[src/rtl/trp_pkg.sv]
package trp_pkg;

    localparam logic [1:0] PRIV_U = 2'd0;
    localparam logic [1:0] PRIV_S = 2'd1;
    localparam logic [1:0] PRIV_M = 2'd3;

    localparam int STAT_W = 9;

    typedef struct packed {
        logic       s_pv;
        logic       m_pv;
        logic [1:0] m_pp;
        logic       m_pie;
        logic       m_ie;
        logic       s_pp;
        logic       s_pie;
        logic       s_ie;
    } stat_t;

    typedef struct packed {
        stat_t      st;
        logic [1:0] priv;
        logic       virt;
    } hart_t;

    typedef enum logic [1:0] {
        RET_NONE = 2'd0,
        RET_M    = 2'd1,
        RET_S    = 2'd2
    } ret_e;

    function automatic hart_t do_mret(hart_t cur, logic has_h);
        hart_t n;
        n          = cur;
        n.st.m_ie  = cur.st.m_pie;
        n.st.m_pie = 1'b1;
        n.st.m_pp  = PRIV_U;
        n.st.m_pv  = 1'b0;
        n.priv     = cur.st.m_pp;
        if (has_h) n.virt = cur.st.m_pv;
        return n;
    endfunction

    function automatic hart_t do_sret(hart_t cur, logic has_h);
        hart_t n;
        n          = cur;
        n.st.s_ie  = cur.st.s_pie;
        n.st.s_pie = 1'b1;
        n.st.s_pp  = 1'b0;
        n.priv     = {1'b0, cur.st.s_pp};
        if (has_h && !cur.virt) begin
            n.st.s_pv = 1'b0;
            n.virt    = cur.st.s_pv;
        end
        return n;
    endfunction

endpackage

[src/rtl/trp_fault_check.sv]
module trp_fault_check
    import trp_pkg::*;
#(
    parameter int HAS_C     = 0,
    parameter int CAUSE_W   = 5,
    parameter int CAUSE_ILL = 2,
    parameter int CAUSE_MIS = 0
) (
    input  ret_e               op,
    input  logic [1:0]         priv,
    input  logic [1:0]         epc_lo,
    output logic               fault,
    output logic [CAUSE_W-1:0] cause
);
    logic misaligned;
    logic bad_priv;

    generate
        if (HAS_C == 0) begin : g_align
            assign misaligned = |epc_lo;
        end else begin : g_noalign
            logic unused_lo;
            assign unused_lo  = |epc_lo;
            assign misaligned = 1'b0;
        end
    endgenerate

    assign bad_priv = (op == RET_M) && (priv != PRIV_M);

    always_comb begin
        fault = 1'b0;
        cause = '0;
        if (op != RET_NONE) begin
            if (bad_priv) begin
                fault = 1'b1;
                cause = CAUSE_W'(CAUSE_ILL);
            end else if (misaligned) begin
                fault = 1'b1;
                cause = CAUSE_W'(CAUSE_MIS);
            end
        end
    end
endmodule

[src/rtl/trp_next_state.sv]
module trp_next_state
    import trp_pkg::*;
#(
    parameter int HAS_H = 1
) (
    input  ret_e  op,
    input  hart_t cur,
    output hart_t nxt
);
    localparam logic H_EN = (HAS_H != 0);

    always_comb begin
        unique case (op)
            RET_M:   nxt = do_mret(cur, H_EN);
            RET_S:   nxt = do_sret(cur, H_EN);
            default: nxt = cur;
        endcase
    end
endmodule

[src/rtl/trap_return_unit.sv]
module trap_return_unit
    import trp_pkg::*;
#(
    parameter int XLEN      = 32,
    parameter int HAS_C     = 0,
    parameter int HAS_H     = 1,
    parameter int CAUSE_W   = 5,
    parameter int CAUSE_ILL = 2,
    parameter int CAUSE_MIS = 0
) (
    input  logic               clk,
    input  logic               rst,
    input  logic               req_mret,
    input  logic               req_sret,
    input  logic [XLEN-1:0]    mepc_i,
    input  logic [XLEN-1:0]    sepc_i,
    input  logic               wr_en,
    input  logic [8:0]         wr_status,
    input  logic [1:0]         wr_priv,
    input  logic               wr_virt,
    output logic [8:0]         status_o,
    output logic [1:0]         priv_o,
    output logic               virt_o,
    output logic               redirect_valid_o,
    output logic [XLEN-1:0]    redirect_pc_o,
    output logic               trap_valid_o,
    output logic [CAUSE_W-1:0] trap_cause_o
);
    localparam logic H_EN = (HAS_H != 0);

    hart_t              hart_q;
    hart_t              hart_nxt;
    ret_e               op;
    logic [XLEN-1:0]    epc_sel;
    logic               fault;
    logic [CAUSE_W-1:0] cause;

    always_comb begin
        if (wr_en)         op = RET_NONE;
        else if (req_mret) op = RET_M;
        else if (req_sret) op = RET_S;
        else               op = RET_NONE;
    end

    assign epc_sel = (op == RET_S) ? sepc_i : mepc_i;

    trp_fault_check #(
        .HAS_C    (HAS_C),
        .CAUSE_W  (CAUSE_W),
        .CAUSE_ILL(CAUSE_ILL),
        .CAUSE_MIS(CAUSE_MIS)
    ) u_fault (
        .op    (op),
        .priv  (hart_q.priv),
        .epc_lo(epc_sel[1:0]),
        .fault (fault),
        .cause (cause)
    );

    trp_next_state #(
        .HAS_H(HAS_H)
    ) u_next (
        .op (op),
        .cur(hart_q),
        .nxt(hart_nxt)
    );

    always_ff @(posedge clk) begin
        if (rst) begin
            hart_q.st        <= '0;
            hart_q.priv      <= PRIV_M;
            hart_q.virt      <= 1'b0;
            redirect_valid_o <= 1'b0;
            redirect_pc_o    <= '0;
            trap_valid_o     <= 1'b0;
            trap_cause_o     <= '0;
        end else begin
            redirect_valid_o <= 1'b0;
            trap_valid_o     <= 1'b0;
            if (wr_en) begin
                hart_q.st   <= stat_t'(wr_status);
                hart_q.priv <= wr_priv;
                hart_q.virt <= wr_virt & H_EN;
            end else if (op != RET_NONE) begin
                if (fault) begin
                    trap_valid_o <= 1'b1;
                    trap_cause_o <= cause;
                end else begin
                    hart_q           <= hart_nxt;
                    redirect_valid_o <= 1'b1;
                    redirect_pc_o    <= epc_sel;
                end
            end
        end
    end

    assign status_o = hart_q.st;
    assign priv_o   = hart_q.priv;
    assign virt_o   = hart_q.virt;
endmodule

[config.mk]
export PLATFORM = sky130hd
export DESIGN_NAME = trap_return_unit
export DESIGN_NICKNAME = d
export VERILOG_FILES = /design/src/rtl/trp_pkg.sv /design/src/rtl/trp_fault_check.sv /design/src/rtl/trp_next_state.sv /design/src/rtl/trap_return_unit.sv
export SDC_FILE = /design/constraint.sdc
export NUM_CORES = 1
export LEC_CHECK = 0
export BUFFER_PORTS_ARGS = -buffer_cell sky130_fd_sc_hd__buf_2
export CELL_PAD_IN_SITES_DETAIL_PLACEMENT = 1
export CELL_PAD_IN_SITES_GLOBAL_PLACEMENT = 1
export CORE_MARGIN = 4
export CORE_UTILIZATION = 33
export DETAILED_ROUTE_END_ITERATION = 8
export PLACE_DENSITY_LB_ADDON = 0.1
export SLEW_MARGIN = 0
export SYNTH_ARGS = -nofsm -noshare
export SYNTH_HDL_FRONTEND = slang
export SYNTH_SLANG_ARGS = --single-unit
[constraint.sdc]
create_clock -name clk -period 5.9 [get_ports clk]
set_input_delay 0.59 -clock clk [delete_from_list [all_inputs] [get_ports clk]]
set_output_delay 0.59 -clock clk [all_outputs]
set_load 0.1 [all_outputs]
; Word level (Yosys, flattened, before mapping)
; Cells that the tools add are included.
[op_classes]
n_eq_ne = 7
bitwise_logic = 3
n_reduce_logical = 14
n_mux = 16
[ops]
columns = op, n
row1 = two-way mux 12 bit, 3
row2 = two-way mux 32 bit, 1
row3 = one-hot mux 12 bit (2 select lines), 1
row4 = "inequality test 2 bit, second input constant", 5
row5 = AND reduction 3 bit, 3
row6 = two-way mux 2 bit, 4
row7 = AND reduction 4 bit, 2
row8 = nonzero test 2 bit, 4
row9 = two-way mux 1 bit, 7
row10 = AND reduction 5 bit, 1
row11 = NOT 1 bit, 3
row12 = nonzero test 3 bit, 1
row13 = OR reduction 3 bit, 1
row14 = "== test 2 x 1 -> 1 bit, second input constant", 1
row15 = "== test 2 bit, second input constant", 1
row16 = OR reduction 2 bit, 1
row17 = logical AND 1 bit, 1
[word_totals]
register_bits = 51
word_cells = 54

; Logic depth before layout (Yosys ltp)
; Gate-level depths: netlist of run 1.
[depth]
ltp_word = 12
ltp_mapped = 7

; By module
; Synthesis of run 1 repeated with hierarchy kept, for this count alone.
[hier_totals]
cells_unflattened = 329
hier_area_um2 = 2707.6
[modules_own_cells]
columns = mod, cells_each, instances, area_per_inst_um2
row1 = trap_return_unit, 287, 1, 2423.6
row2 = trp_next_state, 34, 1, 227.7
row3 = trp_fault_check, 8, 1, 56.3

; Least setup slack after synthesis of run 1
; Ideal clock, no wire load.
[synth_path]
path_kind = input port to flip-flop
start = input port req_mret
end = register redirect_pc_o[20]
path_stages = 7
setup_time_ns = 0.081
slack_ns = 3.569
n_path_buf = 3
arrival_time_ns = 2.250
t_required_ns = 5.819
cell_sequence = buf_6 -> or4b_1 -> buf_2 -> a221oi_4 -> buf_6 -> nor2_1 -> a211oi_2
[synth_via]
elab_chain_len = 10
[synth_lines]
columns = item, line
row1 = "start, declared", trap_return_unit.sv:13  ; input logic req_mret,
row2 = two-way mux 2 bit *, trap_return_unit.sv:40  ; else if (req_mret) op = RET_M;
row3 = two-way mux 2 bit *, trap_return_unit.sv:39  ; if (wr_en) op = RET_NONE;
row4 = == test 2 bit, trap_return_unit.sv:45  ; assign epc_sel = (op == RET_S) ? sepc_i : mepc_i;
row5 = two-way mux 32 bit, trap_return_unit.sv:45
row6 = OR reduction 2 bit, trp_fault_check.sv:20  ; assign misaligned = |epc_lo;
row7 = two-way mux 1 bit, trp_fault_check.sv:37  ; end else if (misaligned) begin
row8 = two-way mux 1 bit, trp_fault_check.sv:34  ; if (bad_priv) begin
row9 = two-way mux 1 bit, trp_fault_check.sv:33  ; if (op != RET_NONE) begin
row10 = NOT 1 bit (no line), n/a
row11 = AND reduction 3 bit (no line), n/a
row12 = "end signal, assigned", trap_return_unit.sv:91  ; redirect_pc_o <= epc_sel;
row13 = "end, declared", trap_return_unit.sv:25  ; output logic [XLEN-1:0] redirect_pc_o,
; Every way passes the cells marked *; elsewhere a longest branch is shown, timed or not.
; A chain may end at the register's enable or synchronous reset.

; Final worst setup path of run 1
[layout_path]
start = input port req_mret
end = register redirect_pc_o[8]
; The elaborated chain is that of the path after synthesis.

==> results of run 1 <==
-- worst reg2reg max path, cell delays in order, from the launching register on --
cell and delay [ns]:
dfxtp_1 0.39, nand2_1 0.15, a221oi_4 0.24, buf_4 0.62
nor2_1 0.18, a211oi_2 0.21
-- layout make-up --
type | instances | area (sq um) | share of cell area, %
multi-input combinational | 151 | 1170 | 38.9
sequential | 47 | 941 | 31.2
timing repair buffer | 129 | 651 | 21.6
tap | 77 | 96.3 | 3.20
clock buffer | 5 | 68.8 | 2.28
clock inverter | 3 | 67.6 | 2.24
inverter | 5 | 18.8 | 0.623
-- logic make-up after synthesis --
kind of cell | Yosys count
mux | 34
buf+inv | 27
simple gates | 57
compound gates | 56
other cells | 1
flops | 47
-- metal layers --
metal,vias up,GRT usage (%)
met5,-,0
met4,0,4.34
met3,6,6.33
met2,79,24.6
met1,951,18.7
li1,1026,-
-- power by group --
| part | total [mW] | internal [mW] | switching, mW |
|---|---|---|---|
| sequential | 0.341 | 0.333 | 0.00871 |
| combinational | 0.241 | 0.0576 | 0.183 |
| clock | 0.278 | 0.169 | 0.109 |
| total | 0.861 | 0.559 | 0.301 |
-- cells in the final DEF (no fill, tap or decap), types with 2 or more instances in the layout --
master / n
buf_2: 127
dfxtp_1: 47
nor2_1: 38
mux2i_1: 32
a211oi_2: 27
a21oi_1: 7
nand2_1: 6
inv_1: 5
clkbuf_8: 5
o21ai_0: 4
conb_1: 4
nor3b_1: 3
a22oi_1: 3
a211oi_1: 3
nand2b_1: 2
nand3_1: 2
o21a_1: 2
a221oi_1: 2
mux2_2: 2
nor2b_1: 2
bufinv_16: 2
buf_4: 2
-- sequential cells by signal, indices dropped and copies added (netlist names) --
| register | count |
|---|---|
| status_o | 9 |
| redirect_pc_o | 32 |
| trap_valid_o | 1 |
| redirect_valid_o | 1 |
| virt_o | 1 |
| priv_o | 2 |
| trap_cause_o | 1 |
-- stage by stage --
stage / instance area, sq um / power, mW / worst slack (ns) / util (%) / hold slack, ns
2_1_floorplan: 2260 / 0.540 / 3.57 / - / 0.716
3_3_place_gp: 2880 / 0.589 / 3.10 / 44.3 / 0.461
3_5_place_dp: 2880 / 0.592 / 2.99 / 44.3 / 0.464
4_1_cts: 3010 / 0.876 / 3.33 / 46.4 / 0.482
5_1_grt: 3010 / 0.906 / 3.20 / 46.4 / 0.498
6_report: 3010 / 0.861 / 3.35 / 46.4 / 0.479
-- worst min-delay path by stage --
| stage | start | cells after the start | endpoint |
|---|---|---|---|
| after floorplan | wr_priv[0] | 2 | priv_o[0] |
| after global placement | redirect_pc_o[1] | 1 | redirect_pc_o[1] |
| after detailed placement | redirect_pc_o[1] | 1 | redirect_pc_o[1] |
| after CTS | redirect_pc_o[1] | 1 | redirect_pc_o[1] |
| after global routing | redirect_pc_o[1] | 1 | redirect_pc_o[1] |
| final | redirect_pc_o[0] | 1 | redirect_pc_o[0] |
==> metrics, run 1 <==
Max-Cap Viols=0; Yosys reg bits=47; CTS tree=yes; number of global-route vias before repair=2127; hold buffer count at cts=0; Core ar.=6490 sq um; Finished Layout Cells=417; PwrDens=286 nW/um^2; DRC errors left=0; top-count cell post-synth=dfxtp_1; Met1 Wirelength=2530 microns; die area=8210 sq um; grt total ovfl=0; DRT iter0 DRCs=57; Syn Inst Count=222; cell family with most CP delay=simple AND/OR/NAND/NOR gates; simple-gate area share of the yosys netlist=11.2%; routed vias/inst=4.94; crit-path max FO=63; CP startpoint kind=input port; end of the critical path=redirect_pc_o[8]; CP cell instances=buf_2, or4b_1, a221oi_4, buf_4, nor2_1, a211oi_2; Vert. Die Dim=90.6 microns; Detailed Route WL=6190 microns; Hold Crit Class=reg2reg; Post-CTS Setup Bufs=0; Post-synth ARST share=0%; Yosys warning count=0; clock-pin slew on the worst setup and hold paths=0.09 ns; setup slack, reg-to-reg=4.04 ns; Setup crit end kind=flip-flop; I/O pin count=132; crit path launch=req_mret; Critical Path RT=6.12 ns; Yosys cell types=34; met2 wire len=2960 microns; Final nets=420; Tmin final=2.55 ns; initial core utilization=34.7%; XOR/XNOR Fraction of Synth Area=0%; number of cells after detailed placement=409; Area contributors post-synth=dfxtp_1 42%, a211oi_2 15%, mux2i_1 14%; Avg Inst Size Synth=10.1 sq um; clock sink total=47; CTS buffer count=5; Final setup violation count=0; initial antenna violation count=0; clk_skew=0.00443 ns; row count=29; DP HPWL=4540 microns; Post-CTS Resized=0; WP buf/inv=2; slew margin rel.=23.5%; vias=2062; cell area after synthesis=2250 sq um; cell depth of the worst flop-to-flop path=5; Top FF cell, synth=dfxtp_1; critical path's slowest cell=or4b_1; number of synthesized flops with an enable pin=0; ANT cells=0; Worst R2R Start=priv_o[0]; data arrival time of the critical path=2.78 ns; mux share of post-synthesis cell area=15.2%; adder-cell area share of the yosys netlist=0%; Slew @ Worst Pin=1.14 ns; final period utilization=43.3%; status=finished, final reports clean; RePlAce Congestion=0.756; P&R area growth vs syn=33.8%; die outline width=90.6 microns; area share of the largest cell type after synthesis=41.8%; TritonRoute pass-1 iters=4; Wirelength per Cell=14.8 microns; number of max-slew violations in the final report=0; CTS H-Tree Depth=2; met3 wire len=634 microns; FMAX=391 MHz; CP peak stage delay=0.69 ns; clk_lat worst skew=0.29 ns; IO Port Bufs=127; unrepaired setup endpoints after global routing=no; Pleak=1.33 nW; largest net degree at the start of global routing=64; Synth Area in Compound Gates=24.6%; largest family of logic cells by synthesized area=compound AO/OA/AOI/OAI gates; Filler cells=785; final setup TNS=0 ns; root buffer cell=clkbuf_8; first-pass GRT wire length=10400 microns; Final Hold Fails=0; Peak supply drop=0.113 mV; biggest area consumer among synthesized cells=dfxtp_1; DR top layer=met4; worst reg2reg endpoint=redirect_pc_o[8]; top post-synthesis cells by count=47 x dfxtp_1, 39 x nor2_1, 32 x mux2i_1; gr usage total=15.3%; CTS max path bufs=2; remaining antenna violation count=0; Critical Path Stages=6; register area share after synthesis=41.8%; share of cells above drive strength 1=49.7%; CP Class=in2reg
(Power assumes the default switching activity.)
==> run 2: changes to the inputs <==
--- a/config.mk
+++ b/config.mk
@@ -9,7 +9,7 @@
 export CELL_PAD_IN_SITES_DETAIL_PLACEMENT = 1
 export CELL_PAD_IN_SITES_GLOBAL_PLACEMENT = 1
 export CORE_MARGIN = 4
-export CORE_UTILIZATION = 33
+export CORE_UTILIZATION = 28
 export DETAILED_ROUTE_END_ITERATION = 8
 export PLACE_DENSITY_LB_ADDON = 0.1
 export SLEW_MARGIN = 0
==> constraint.sdc (replaced) <==
create_clock -name clk -period 2.1 [get_ports clk]
set_input_delay 0.21 -clock clk [delete_from_list [all_inputs] [get_ports clk]]
set_output_delay 0.21 -clock clk [all_outputs]
set_load 0.1 [all_outputs]
==> run 2 against run 1 <==
Effect of this change:
- routed wire length rose by 1.6%
- first-iteration DRC count down 8.8%
- register-to-register slack got worse by 3.4 ns
- critical path depth unchanged
- hold slack got worse by 0.34 ns
- worst setup slack worse by 3.0 ns
- sequential power grew to 2.8 times the previous value
- highest routed layer unchanged
- cell count rose by 6.7%
- clock skew up 0.0016 ns
- flip-flop and latch count stayed put
- die area increased by 16%
- sequential share of layout area is 0.60 points lower
==> metrics, run 2 (same netlist as run 1, synthesis figures left out) <==
DP HPWL=4870 microns (+7.1%); Setup crit end kind=flip-flop; root buffer cell=clkbuf_8; Post-CTS Resized=0 (unchanged); IO Port Bufs=127 (unchanged); DRT iter0 DRCs=52 (-8.8%); clk_skew=0.00607 ns (+0.00164 ns); number of max-slew violations in the final report=0 (unchanged); CP cell instances=buf_2, or4b_1, a221oi_4, buf_12, nor2_1, a211oi_1; Critical Path RT=2.31 ns (-3.81 ns); CTS H-Tree Depth=2 (unchanged); Finished Layout Cells=445 (+6.7%); Hold Crit Class=in2reg; CP Class=in2reg; first-pass GRT wire length=10500 microns (+0.46%); DRC errors left=0 (unchanged); Pleak=1.34 nW (+1.2%); slew margin rel.=60.0% (+36 points); initial antenna violation count=0 (unchanged); grt total ovfl=0 (unchanged); Filler cells=946 (+21%); pre-CTS WS=0.0750 ns (-2.92 ns); Peak supply drop=0.254 mV (+130%); remaining antenna violation count=0 (unchanged); die area=9540 sq um (+16%); Post-CTS Setup Bufs=0 (unchanged); P&R area growth vs syn=36.8%; Slew @ Worst Pin=0.592 ns (-0.552 ns); most common library cell in the layout ignoring fill and taps=buf_2; CP startpoint kind=input port; initial core utilization=29.0% (-5.7 points); data arrival time of the critical path=1.93 ns (-0.85 ns); row count=32 (+10%); I/O pin count=132 (unchanged); hold buffer count at cts=0 (unchanged); Vert. Die Dim=97.7 microns (+7.8%); Core ar.=7770 sq um (+20%); vias=2030 (-1.6%); cell family with most CP delay=simple AND/OR/NAND/NOR gates; largest net degree at the start of global routing=64 (unchanged); CTS tree=yes; FMAX=582 MHz; Tmin final=1.72 ns; critical path's slowest cell=or4b_1; Final nets=424 (+0.95%); most frequent cells in the layout=127 x buf_2, 45 x dfxtp_1, 38 x nor2_1, 32 x mux2i_1, 27 x a211oi_2; final worst slack=0.380 ns (-2.96 ns); Core Util, Final=39.7% (-6.7 points); final period utilization=81.9%; clk_lat worst skew=0.29 ns (about the same); unrepaired setup endpoints after global routing=no; CP peak stage delay=0.60 ns (-0.09 ns); final setup TNS=0 ns (unchanged); Final Hold Fails=0 (unchanged); RePlAce Congestion=0.698 (-7.7%); die outline width=97.7 microns (+7.8%); ANT cells=0 (unchanged); share of cells above drive strength 1=50.4% (+0.73 points); Max-Cap Viols=0 (unchanged); clock sink total=47 (unchanged); Biggest register=redirect_pc_o; status=finished, final reports clean; Final setup violation count=0 (unchanged); WP buf/inv=2 (unchanged); Wirelength per Cell=14.1 microns (-4.8%); number of global-route vias before repair=2130 (+0.14%); CTS buffer count=5 (unchanged); clock-pin slew on the worst setup and hold paths=0.09 ns (about the same); total power=2.29 mW (+170%); number of cells after detailed placement=438 (+7.1%); routed vias/inst=4.56 (-7.7%); crit-path max FO=63 (unchanged); Detailed Route WL=6290 microns (+1.6%); max reg flops=32 (unchanged); TritonRoute pass-1 iters=4 (unchanged); CTS max path bufs=2 (unchanged); gr usage total=13.4% (-1.9 points); PwrDens=742 nW/um^2 (+160%)
==> run 2: cell count changes in the layout (fill, tap and decap cells not counted), sizes merged <==
cell      before  now
clkinvlp       1    0
bufinv         2    1
buf          129  133
clkbuf         5    6
==> run 2: layer usage <==
| layer | routed length (microns) | track usage [%] | vias up | part of all wire, % |
|---|---|---|---|---|
| li1 | - | - | 1032 | - |
| met3 | 534 | 5.17 | 5 | 8.5 |
| met1 | 2950 | 17.2 | 913 | 47 |
| met5 | 0 | 0 | - | 0 |
| met2 | 2750 | 20.8 | 80 | 44 |
| met4 | 59 | 3.83 | 0 | 0.94 |
==> run 2: tightest hold or removal path, stage by stage <==
cell and delay, ns:
buf_2 0.07, a21oi_1 0.05, o21ai_0 0.06
==> run 2: power by group <==
| part | internal, mW | switching (mW) |
|---|---|---|
| clock | 0.349 | 0.289 |
| combinational | 0.171 | 0.519 |
| sequential | 0.935 | 0.0232 |
==> run 2: per-stage QoR <==
stage	area, sq um	hold WS (ns)
after floorplan	2270	0.336
after global placement	2980	0.437
after detailed placement	2980	0.432
after CTS	3080	0.120
after global routing	3080	0.143
final	3080	0.136
==> run 2: cell type report <==
| type | instances | area (sq um) | share of cell area, % |
|---|---|---|---|
| multi-input cells | 151 | 1170 | 38.0 |
| flip-flops and latches | 47 | 943 | 30.6 |
| repair buffers | 133 | 718 | 23.3 |
| well taps | 102 | 128 | 4.14 |
| clock buffers | 6 | 72.6 | 2.35 |
| clock inverters | 1 | 30.0 | 0.974 |
| inverters | 5 | 18.8 | 0.609 |
==> run 2: final timing paths <==
kind,from,endpoint,slack (ns),depth (start not counted)
max,req_mret,redirect_pc_o[13],0.38,6
min,wr_priv[0],priv_o[0],0.14,3
max reg2reg,priv_o[0],redirect_pc_o[13],0.60,5
min reg2reg,redirect_pc_o[0],redirect_pc_o[0],0.48,1
